==> config.mk <==
export PLATFORM = sky130hd
export DESIGN_NAME = tod_alarm
export DESIGN_NICKNAME = d
export VERILOG_FILES = /design/src/rtl/tod_alarm.sv
export SDC_FILE = /design/constraint.sdc
export NUM_CORES = 1
export LEC_CHECK = 0
export BUFFER_PORTS_ARGS = -buffer_cell sky130_fd_sc_hd__buf_2
export CAP_MARGIN = 20
export CORE_UTILIZATION = 56
export DETAILED_ROUTE_END_ITERATION = 12
export GPL_TIMING_DRIVEN = 0
export PLACE_DENSITY = 0.87
export SYNTH_ARGS = -nofsm -noshare
export SYNTH_HDL_FRONTEND = slang
export SYNTH_SLANG_ARGS = --single-unit
==> constraint.sdc <==
create_clock -name clk -period 4.5 [get_ports clk]
set_clock_uncertainty 0.1 [all_clocks]
set_input_delay 0.225 -clock clk [delete_from_list [all_inputs] [get_ports clk]]
set_output_delay 0.225 -clock clk [all_outputs]
set_load 0.01 [all_outputs]
==> src/rtl/tod_alarm.sv <==
module tod_alarm (
  input  logic       clk,
  input  logic       rst_n,
  input  logic       sec_tick,
  input  logic       ft_tick,
  input  logic       osc_run,
  input  logic       on_battery,
  input  logic       power_up,
  input  logic       wd_steer,
  input  logic       wd_zero,
  input  logic [6:0] now_sec,
  input  logic [6:0] now_min,
  input  logic [5:0] now_hour,
  input  logic [5:0] now_date,
  input  logic       bus_en,
  input  logic       bus_we,
  input  logic [2:0] bus_addr,
  input  logic [7:0] bus_wdata,
  output logic [7:0] bus_rdata,
  output logic       irq_n,
  output logic       irq_oe,
  output logic       alarm_flag
);
  localparam logic [2:0] A_CTRL = 3'd4;
  localparam logic [2:0] A_FLAG = 3'd5;

  logic [7:0] al_sec, al_min, al_hour, al_date;
  logic       ae, abe, ft, af, irq_q, acc_d, sq;
  logic       hit;

  wire        wr       = bus_en && bus_we;
  wire        flag_acc = bus_en && (bus_addr == A_FLAG);
  wire [3:0]  mask     = {al_date[7], al_hour[7], al_min[7], al_sec[7]};
  wire        hit_s    = al_sec[6:0]  == now_sec;
  wire        hit_m    = al_min[6:0]  == now_min;
  wire        hit_h    = al_hour[5:0] == now_hour;
  wire        hit_d    = al_date[5:0] == now_date;
  wire        fire     = sec_tick && hit;
  wire        irq_ok   = ae && (!on_battery || abe) && !power_up;
  wire        ft_mode  = osc_run && ft && !ae && (wd_steer || wd_zero);
  wire        pull     = irq_q || (ft_mode && !sq);

  always_comb begin
    case (mask)
      4'b0111: hit = hit_s;
      4'b0011: hit = hit_s && hit_m;
      4'b0001: hit = hit_s && hit_m && hit_h;
      4'b0000: hit = hit_s && hit_m && hit_h && hit_d;
      default: hit = 1'b1;
    endcase
  end

  always_ff @(posedge clk or negedge rst_n) begin
    if (!rst_n) begin
      al_sec <= '0; al_min <= '0; al_hour <= '0; al_date <= '0;
    end else if (wr) begin
      case (bus_addr)
        3'd0: al_sec  <= bus_wdata;
        3'd1: al_min  <= bus_wdata;
        3'd2: al_hour <= bus_wdata;
        3'd3: al_date <= bus_wdata;
        default: ;
      endcase
    end
  end

  always_ff @(posedge clk or negedge rst_n) begin
    if (!rst_n) begin
      ae <= 1'b0; abe <= 1'b0; ft <= 1'b0;
    end else if (power_up) begin
      ae <= 1'b0; abe <= 1'b0; ft <= 1'b0;
    end else if (wr && bus_addr == A_CTRL) begin
      ae <= bus_wdata[7]; abe <= bus_wdata[6]; ft <= bus_wdata[0];
    end
  end

  always_ff @(posedge clk or negedge rst_n) begin
    if (!rst_n) begin
      af <= 1'b0; irq_q <= 1'b0; acc_d <= 1'b0; sq <= 1'b1;
    end else begin
      acc_d <= flag_acc;
      if (fire)                   af <= 1'b1;
      else if (acc_d && !flag_acc) af <= 1'b0;
      if (fire && irq_ok)         irq_q <= 1'b1;
      else if (flag_acc || acc_d) irq_q <= 1'b0;
      if (!ft_mode)               sq <= 1'b1;
      else if (ft_tick)           sq <= !sq;
    end
  end

  always_comb begin
    case (bus_addr)
      3'd0:    bus_rdata = al_sec;
      3'd1:    bus_rdata = al_min;
      3'd2:    bus_rdata = al_hour;
      3'd3:    bus_rdata = al_date;
      A_CTRL:  bus_rdata = {ae, abe, 5'b0, ft};
      A_FLAG:  bus_rdata = {1'b0, af, 6'b0};
      default: bus_rdata = 8'h00;
    endcase
  end

  assign irq_oe     = pull;
  assign irq_n      = !pull;
  assign alarm_flag = af;

  a_r6_irq_has_flag: assert property (@(posedge clk) disable iff (!rst_n)
    irq_q |-> af);
  a_r7_access_releases: assert property (@(posedge clk) disable iff (!rst_n)
    (flag_acc && !sec_tick) |=> !irq_q);
  a_r7_flag_held_in_access: assert property (@(posedge clk) disable iff (!rst_n)
    (flag_acc && af) |=> af);
  a_r8_battery_gate: assert property (@(posedge clk) disable iff (!rst_n)
    $rose(irq_q) |-> ($past(ae) && ($past(abe) || !$past(on_battery))));
  a_r9_powerup_clears: assert property (@(posedge clk) disable iff (!rst_n)
    power_up |=> (!ae && !abe && !ft));
endmodule

==> flow_summary.ini, run 1 <==
[power]
p_leak_nw = 1.22
peakVddDrop_mv = 0.336
power.density_nw_per_um2 = 411

[timing]
drv_slew = 0
setup_tns_ps = 0
relSlewSlack_pct = 42.2
hold_viol_final = 0
grt_setup_unrepaired = false
worstMarginPinSlew_ps = 866
finalCritPeriodShare_pct = 43.2
fin_ws_ps = 2560
setup_viol = 0
fmax_ghz = 0.515
finalWorstPathRequiredPeriod_ps = 1940

[drt]
viasPerCell = 5.70
drtPass1Iterations = 4
wirelength_um = 5140
ant_nets = 0
drt_iter0_drc = 109
vias = 1642
drc = 0
wire_per_inst_um = 17.8

[clock_network]
clkSlewWorstSetupHoldPaths_ps = 80
cts_buffers = 5
cts_tree = yes
clockRootBuffer = clkbuf_8
clock_latency_ps = 300
htreeDepth = 2
clkSinkCount = 39
cts_buffer_depth = 2

[die]
core_area_um2 = 3690
initial_core_util_pct = 59.0
die-area_um2 = 4140
dieHeight_um = 64.3
io-pin-count = 59
placement_rows = 22
fp.dieW_um = 64.3

[worst_setup_path]
path_class = flip-flop to output pin
crit_path_max_incr_delay_ps = 480
slowest_stage = mux4_2
r2r_cells = 5
cp-start-kind = flip-flop
cp-end-kind = output pin
cp.buffers_inverters = 1
worstPathCellList = mux4_2 -> mux2_2 -> buf_2
cp_top_family = multiplexers
required_ps = 4180
crit_fanout = 3
path_depth = 3
cp.arrival_ps = 1620

[cells_and_area]
final_cells = 288
drive_gt1_share_pct = 45.8
diodes = 0
area_growth_pct = 21.3
nFillCells = 274
nNetsFinal = 287

[global_route]
antenna_found_initial = 0
grt_usage_pct = 27.5
grt_pass1_vias = 1668
grt_max_degree = 40
grt_overflow = 0
grt_pass1_wl_um = 8150

[synthesis]
post_synth_instance_area_um2 = 2180
muxShareOfSynthArea_pct = 27.3
synth_compound_area_share_pct = 3.57
ys_types = 32
yosys_register_bits = 39
synth-seq-area-share_pct = 44.9
yosys_warnings = 0
synth_simple_gate_area_share_pct = 11.1
synth_area_leaders = dfrtp_1, mux2_2, xnor2_1
ys_async_sr_fraction_pct = 100
synth_area_per_cell_um2 = 12.4
synth_top_family_by_area = multiplexers
synth.top_cell.area_share_pct = 43.7
synth_fa_ha_area_share_pct = 0
synth-edff-count = 0
synth_largest_area_cell = dfrtp_1
synth_xor_area_share_pct = 10.9
synth-main-ff-cell = dfrtp_1
syn-num-nets = 224
netlist_instances = 176

[placement]
placed_cells = 279
place.gp.congestion = 0.860
dp_slack_ps = 2590
port_buffers = 55
place_hpwl_um = 3730

[min_path]
min-delay-path-class = input pin to flip-flop
whs_path_depth = 2

[job]
drv_cap = 0

[status]
status = complete, no violations
-- area by class of cell --
type / count / area (µm²) / area share [%]
buffer: 6 / 31.3 / 1.19
clock buffer: 6 / 82.6 / 3.13
clock inverter: 2 / 35.0 / 1.33
inverter: 5 / 18.8 / 0.711
multi-input combinational: 126 / 1150 / 43.5
sequential: 39 / 977 / 37.0
tap: 48 / 60.1 / 2.28
timing repair buffer: 56 / 285 / 10.8
-- flip-flops by register name (all words and copies together), names as in the netlist --
signal / cells
al_hour: 8
alarm_flag: 1
ae: 1
ft: 1
abe: 1
acc_d: 1
al_date: 8
al_sec: 8
sq: 1
irq_q: 1
al_min: 8
-- layer usage --
| layer | vias to the layer above | part of all wire, % | track usage (%) |
|---|---|---|---|
| li1 | 761 | - | - |
| met1 | 804 | 42 | 33.9 |
| met2 | 67 | 50 | 46.8 |
| met3 | 10 | 6.1 | 5.89 |
| met4 | 0 | 1.5 | 10.8 |
| met5 | - | 0 | 0 |
-- path summary, 6_finish.rpt --
check                                     to        from  slack, ps
min in group asynchronous         alarm_flag       rst_n        470
worst min register to register         irq_q       acc_d        370
worst max register to register         irq_q   al_min[4]       2800
worst max-delay path            bus_rdata[6]  alarm_flag       2560
worst min-delay path                      ft    power_up         30
max in group asynchronous          al_sec[1]       rst_n       3290
-- what timing repair did --
action | CTS | global route
hold endpoints to repair | 38 | 0
hold buffers | 1 | 0
gates resized for setup | 0 | 0
buffers inserted | 0 | 0
-- per-stage QoR --
step / instance area, µm² / power [mW] / hold WS [ps] / util (%)
final: 2640 / 1.09 / 25.1 / 71.5
after global routing: 2640 / 1.13 / 27.5 / 71.5
after CTS: 2640 / 1.09 / 21.1 / 71.5
after detailed placement: 2510 / 0.778 / 276 / 68.1
after global placement: 2510 / 0.763 / 283 / 68.1
after floorplan: 2180 / 0.676 / -171 / -
-- cell usage after synthesis (4+ instances only) --
library cell / number
buf_2: 4
dfrtp_1: 38
inv_1: 5
mux2_2: 33
mux2i_1: 6
mux4_2: 6
nand2_1: 6
nand4_1: 6
nor2_1: 7
nor2b_1: 8
o21ai_0: 5
xnor2_1: 19
xor2_1: 8
-- worst reg2reg max path: stages, from the launching register on --
cell and delay [ps]:
dfrtp_1 400, xor2_1 170, or4_1 510, o21ai_1 130, nand4_1 140, o32ai_1 150
-- power by group --
part / internal [mW] / total, mW / switching (mW)
Clock: 0.179 / 0.310 / 0.131
Combinational: 0.165 / 0.279 / 0.113
Sequential: 0.423 / 0.496 / 0.0738
Total: 0.768 / 1.09 / 0.318
-- layout by cell type (no fill, tap or decap) --
| cell | n |
|---|---|
| nand2b_1 | 1 |
| dfstp_2 | 1 |
| and4b_1 | 1 |
| nor3_1 | 3 |
| nand2_1 | 6 |
| clkbuf_1 | 1 |
| nand3b_1 | 2 |
| xor2_1 | 8 |
| mux4_2 | 6 |
| clkbuf_8 | 6 |
| nor4_1 | 1 |
| bufinv_16 | 1 |
| o31ai_1 | 2 |
| mux4_1 | 1 |
| nor4b_4 | 1 |
| nand4_1 | 6 |
| o41ai_1 | 1 |
| inv_1 | 5 |
| o32ai_1 | 1 |
| o21ai_1 | 1 |
| clkinv_2 | 1 |
| nor2_1 | 7 |
| mux2i_1 | 6 |
| o21a_1 | 1 |
| a21o_1 | 1 |
| buf_4 | 1 |
| dfrtp_1 | 38 |
| dlygate4sd3_1 | 1 |
| buf_2 | 59 |
| xnor2_1 | 19 |
| mux2_2 | 33 |
| nor2_2 | 1 |
| or4_1 | 1 |
| nor2b_1 | 8 |
| nand3_1 | 3 |
| o21ai_0 | 5 |
-- kinds of logic after synthesis --
kind of cell | after synthesis
flip-flops | 39
multiplexers | 46
AND/OR/NAND/NOR | 41
AO/OA/AOI/OAI | 12
XOR/XNOR | 27
buffers and inverters | 11
Power figures use the tool's default switching activity.
==> run 2: changes to the inputs <==
--- a/config.mk
+++ b/config.mk
@@ -7,10 +7,10 @@
 export LEC_CHECK = 0
 export BUFFER_PORTS_ARGS = -buffer_cell sky130_fd_sc_hd__buf_2
 export CAP_MARGIN = 20
-export CORE_UTILIZATION = 56
+export CORE_UTILIZATION = 52
 export DETAILED_ROUTE_END_ITERATION = 12
 export GPL_TIMING_DRIVEN = 0
-export PLACE_DENSITY = 0.87
+export PLACE_DENSITY = 0.82
 export SYNTH_ARGS = -nofsm -noshare
 export SYNTH_HDL_FRONTEND = slang
 export SYNTH_SLANG_ARGS = --single-unit
==> constraint.sdc (replaced) <==
create_clock -name clk -period 1.9 [get_ports clk]
set_clock_uncertainty 0.1 [all_clocks]
set_input_delay 0.095 -clock clk [delete_from_list [all_inputs] [get_ports clk]]
set_output_delay 0.095 -clock clk [all_outputs]
set_load 0.01 [all_outputs]
==> flow_summary.ini, run 2 (synthesis gave the netlist of run 1 again) <==
[global_route]
grt_busiest_layer = met2
grt_pass1_vias = 1637
grt_max_degree = 40
antenna_found_initial = 0
grtUsageMet3_pct = 6.51
met2_usage_pct = 43.3
grt_usage_pct = 25.3
gr-usage-met1_pct = 31.0
grt_pass1_wl_um = 7980
grt_overflow = 0

[worst_setup_path]
cp-end-kind = output pin
cp_top_family = multiplexers
cp.arrival_ps = 1590
startpoint = al_min[6]
cp.buffers_inverters = 1
path_class = flip-flop to output pin
slowest_stage = mux4_2
required_ps = 1700
crit_fanout = 3
r2r_slack_ps = 170
worstPathCellList = mux4_2 -> mux2_2 -> buf_2
cp-start-kind = flip-flop
crit_path_max_incr_delay_ps = 460
timing.rr.start = al_min[4]

[clock_network]
clkSlewWorstSetupHoldPaths_ps = 80
cts_tree = yes
cts_buffer_depth = 2
postCtsHoldBufs = 11
clock_latency_ps = 300
htreeDepth = 2
clockRootBuffer = clkbuf_8
postCtsSetupRepairBufs = 0
clkSinkCount = 39
cts_resized = 0
cts_buffers = 5

[power]
p_sw_mw = 0.725
peakVddDrop_mv = 0.614
seq_power_share_pct = 45.8
power.density_nw_per_um2 = 932
swShare_pct = 28.4
p_leak_nw = 1.26
p_comb_share_pct = 26.0
p_clk_share_pct = 28.3
p_int_mw = 1.83

[cells_and_area]
drive_gt1_share_pct = 44.0
fin_util_pct = 68.5
diodes = 0
final_cell_mix = buf_2, dfrtp_1, mux2_2
nFillCells = 320
final_common_cell = buf_2
area_growth_pct = 26.0
seq_area_um2 = 977
fin_area_um2 = 2740
multi_input_area_um2 = 1150
nNetsFinal = 297

[timing]
fin_ws_ps = 117
holdWs_ps = 2.30
fmax_ghz = 0.561
grt_setup_unrepaired = false
hold_viol_final = 0
setup_viol = 0
finalCritPeriodShare_pct = 93.8
worstMarginPinSlew_ps = 878
drv_slew = 0
finalWorstPathRequiredPeriod_ps = 1780
relSlewSlack_pct = 41.4
setup_tns_ps = 0

[die]
io-pin-count = 59
dieHeight_um = 66.7
initial_core_util_pct = 54.4
placement_rows = 23
fp.dieW_um = 66.7
die-area_um2 = 4450
core_area_um2 = 4000

[job]
drv_cap = 0

[placement]
port_buffers = 55
place.gp.congestion = 0.850
placed_cell_area_um2 = 2510
dp_slack_ps = 179
place_hpwl_um = 3690

[drt]
viasPerCell = 5.63
ant_nets = 0
drtPass1Iterations = 4
vias = 1688
wirelength_um = 5030
drt_iter0_drc = 78
wire_per_inst_um = 16.8
drc = 0

[min_path]
min-delay-path-class = input pin to flip-flop
worstHoldStart = bus_wdata[6]

[status]
status = complete, no violations
run 2: area by class of cell:
cell class / count / area share, %
Multi-Input combinational cell: 126 / 41.9
Sequential cell: 39 / 35.6
Timing Repair Buffer: 66 / 14.1
Clock buffer: 6 / 3.01
Tap cell: 50 / 2.28
Clock inverter: 2 / 1.28
Buffer: 6 / 1.14
Inverter: 5 / 0.685
run 2: path summary, 6_finish.rpt:
kind | cells past startpoint | end
worst max-delay path | 3 | bus_rdata[6]
worst min-delay path | 2 | al_date[6]
worst max register to register | 5 | irq_q
worst min register to register | 1 | irq_q
max in group asynchronous | 2 | al_sec[2]
min in group asynchronous | 2 | alarm_flag
run 2: power groups by stage:
| stage | registers (mW) | clock network, mW | logic, mW |
|---|---|---|---|
| after global routing | 1.19 | 0.769 | 0.727 |
| final | 1.17 | 0.722 | 0.663 |
| after detailed placement | 1.18 | 0 | 0.651 |
| after floorplan | 1.14 | 0 | 0.461 |
| after CTS | 1.17 | 0.735 | 0.671 |
| after global placement | 1.17 | 0 | 0.638 |
run 2: routing by layer:
metal | wire length [µm] | vias up
li1 | - | 773
met1 | 2040 | 847
met2 | 2600 | 62
met3 | 334 | 6
met4 | 56 | 0
met5 | 0 | -
run 2: worst reg2reg max path: cells and delay by family, from the launching register on:
family	cells	cell delay (ps)
flops	1	410
simple gates	2	640
compound gates	2	310
xor+xnor	1	180
run 2: metrics by stage:
step | instances | power (mW)
finish | 300 | 2.55
global route | 300 | 2.69
CTS | 300 | 2.57
detailed placement | 281 | 1.83
global placement | 281 | 1.81
floorplan | 176 | 1.60
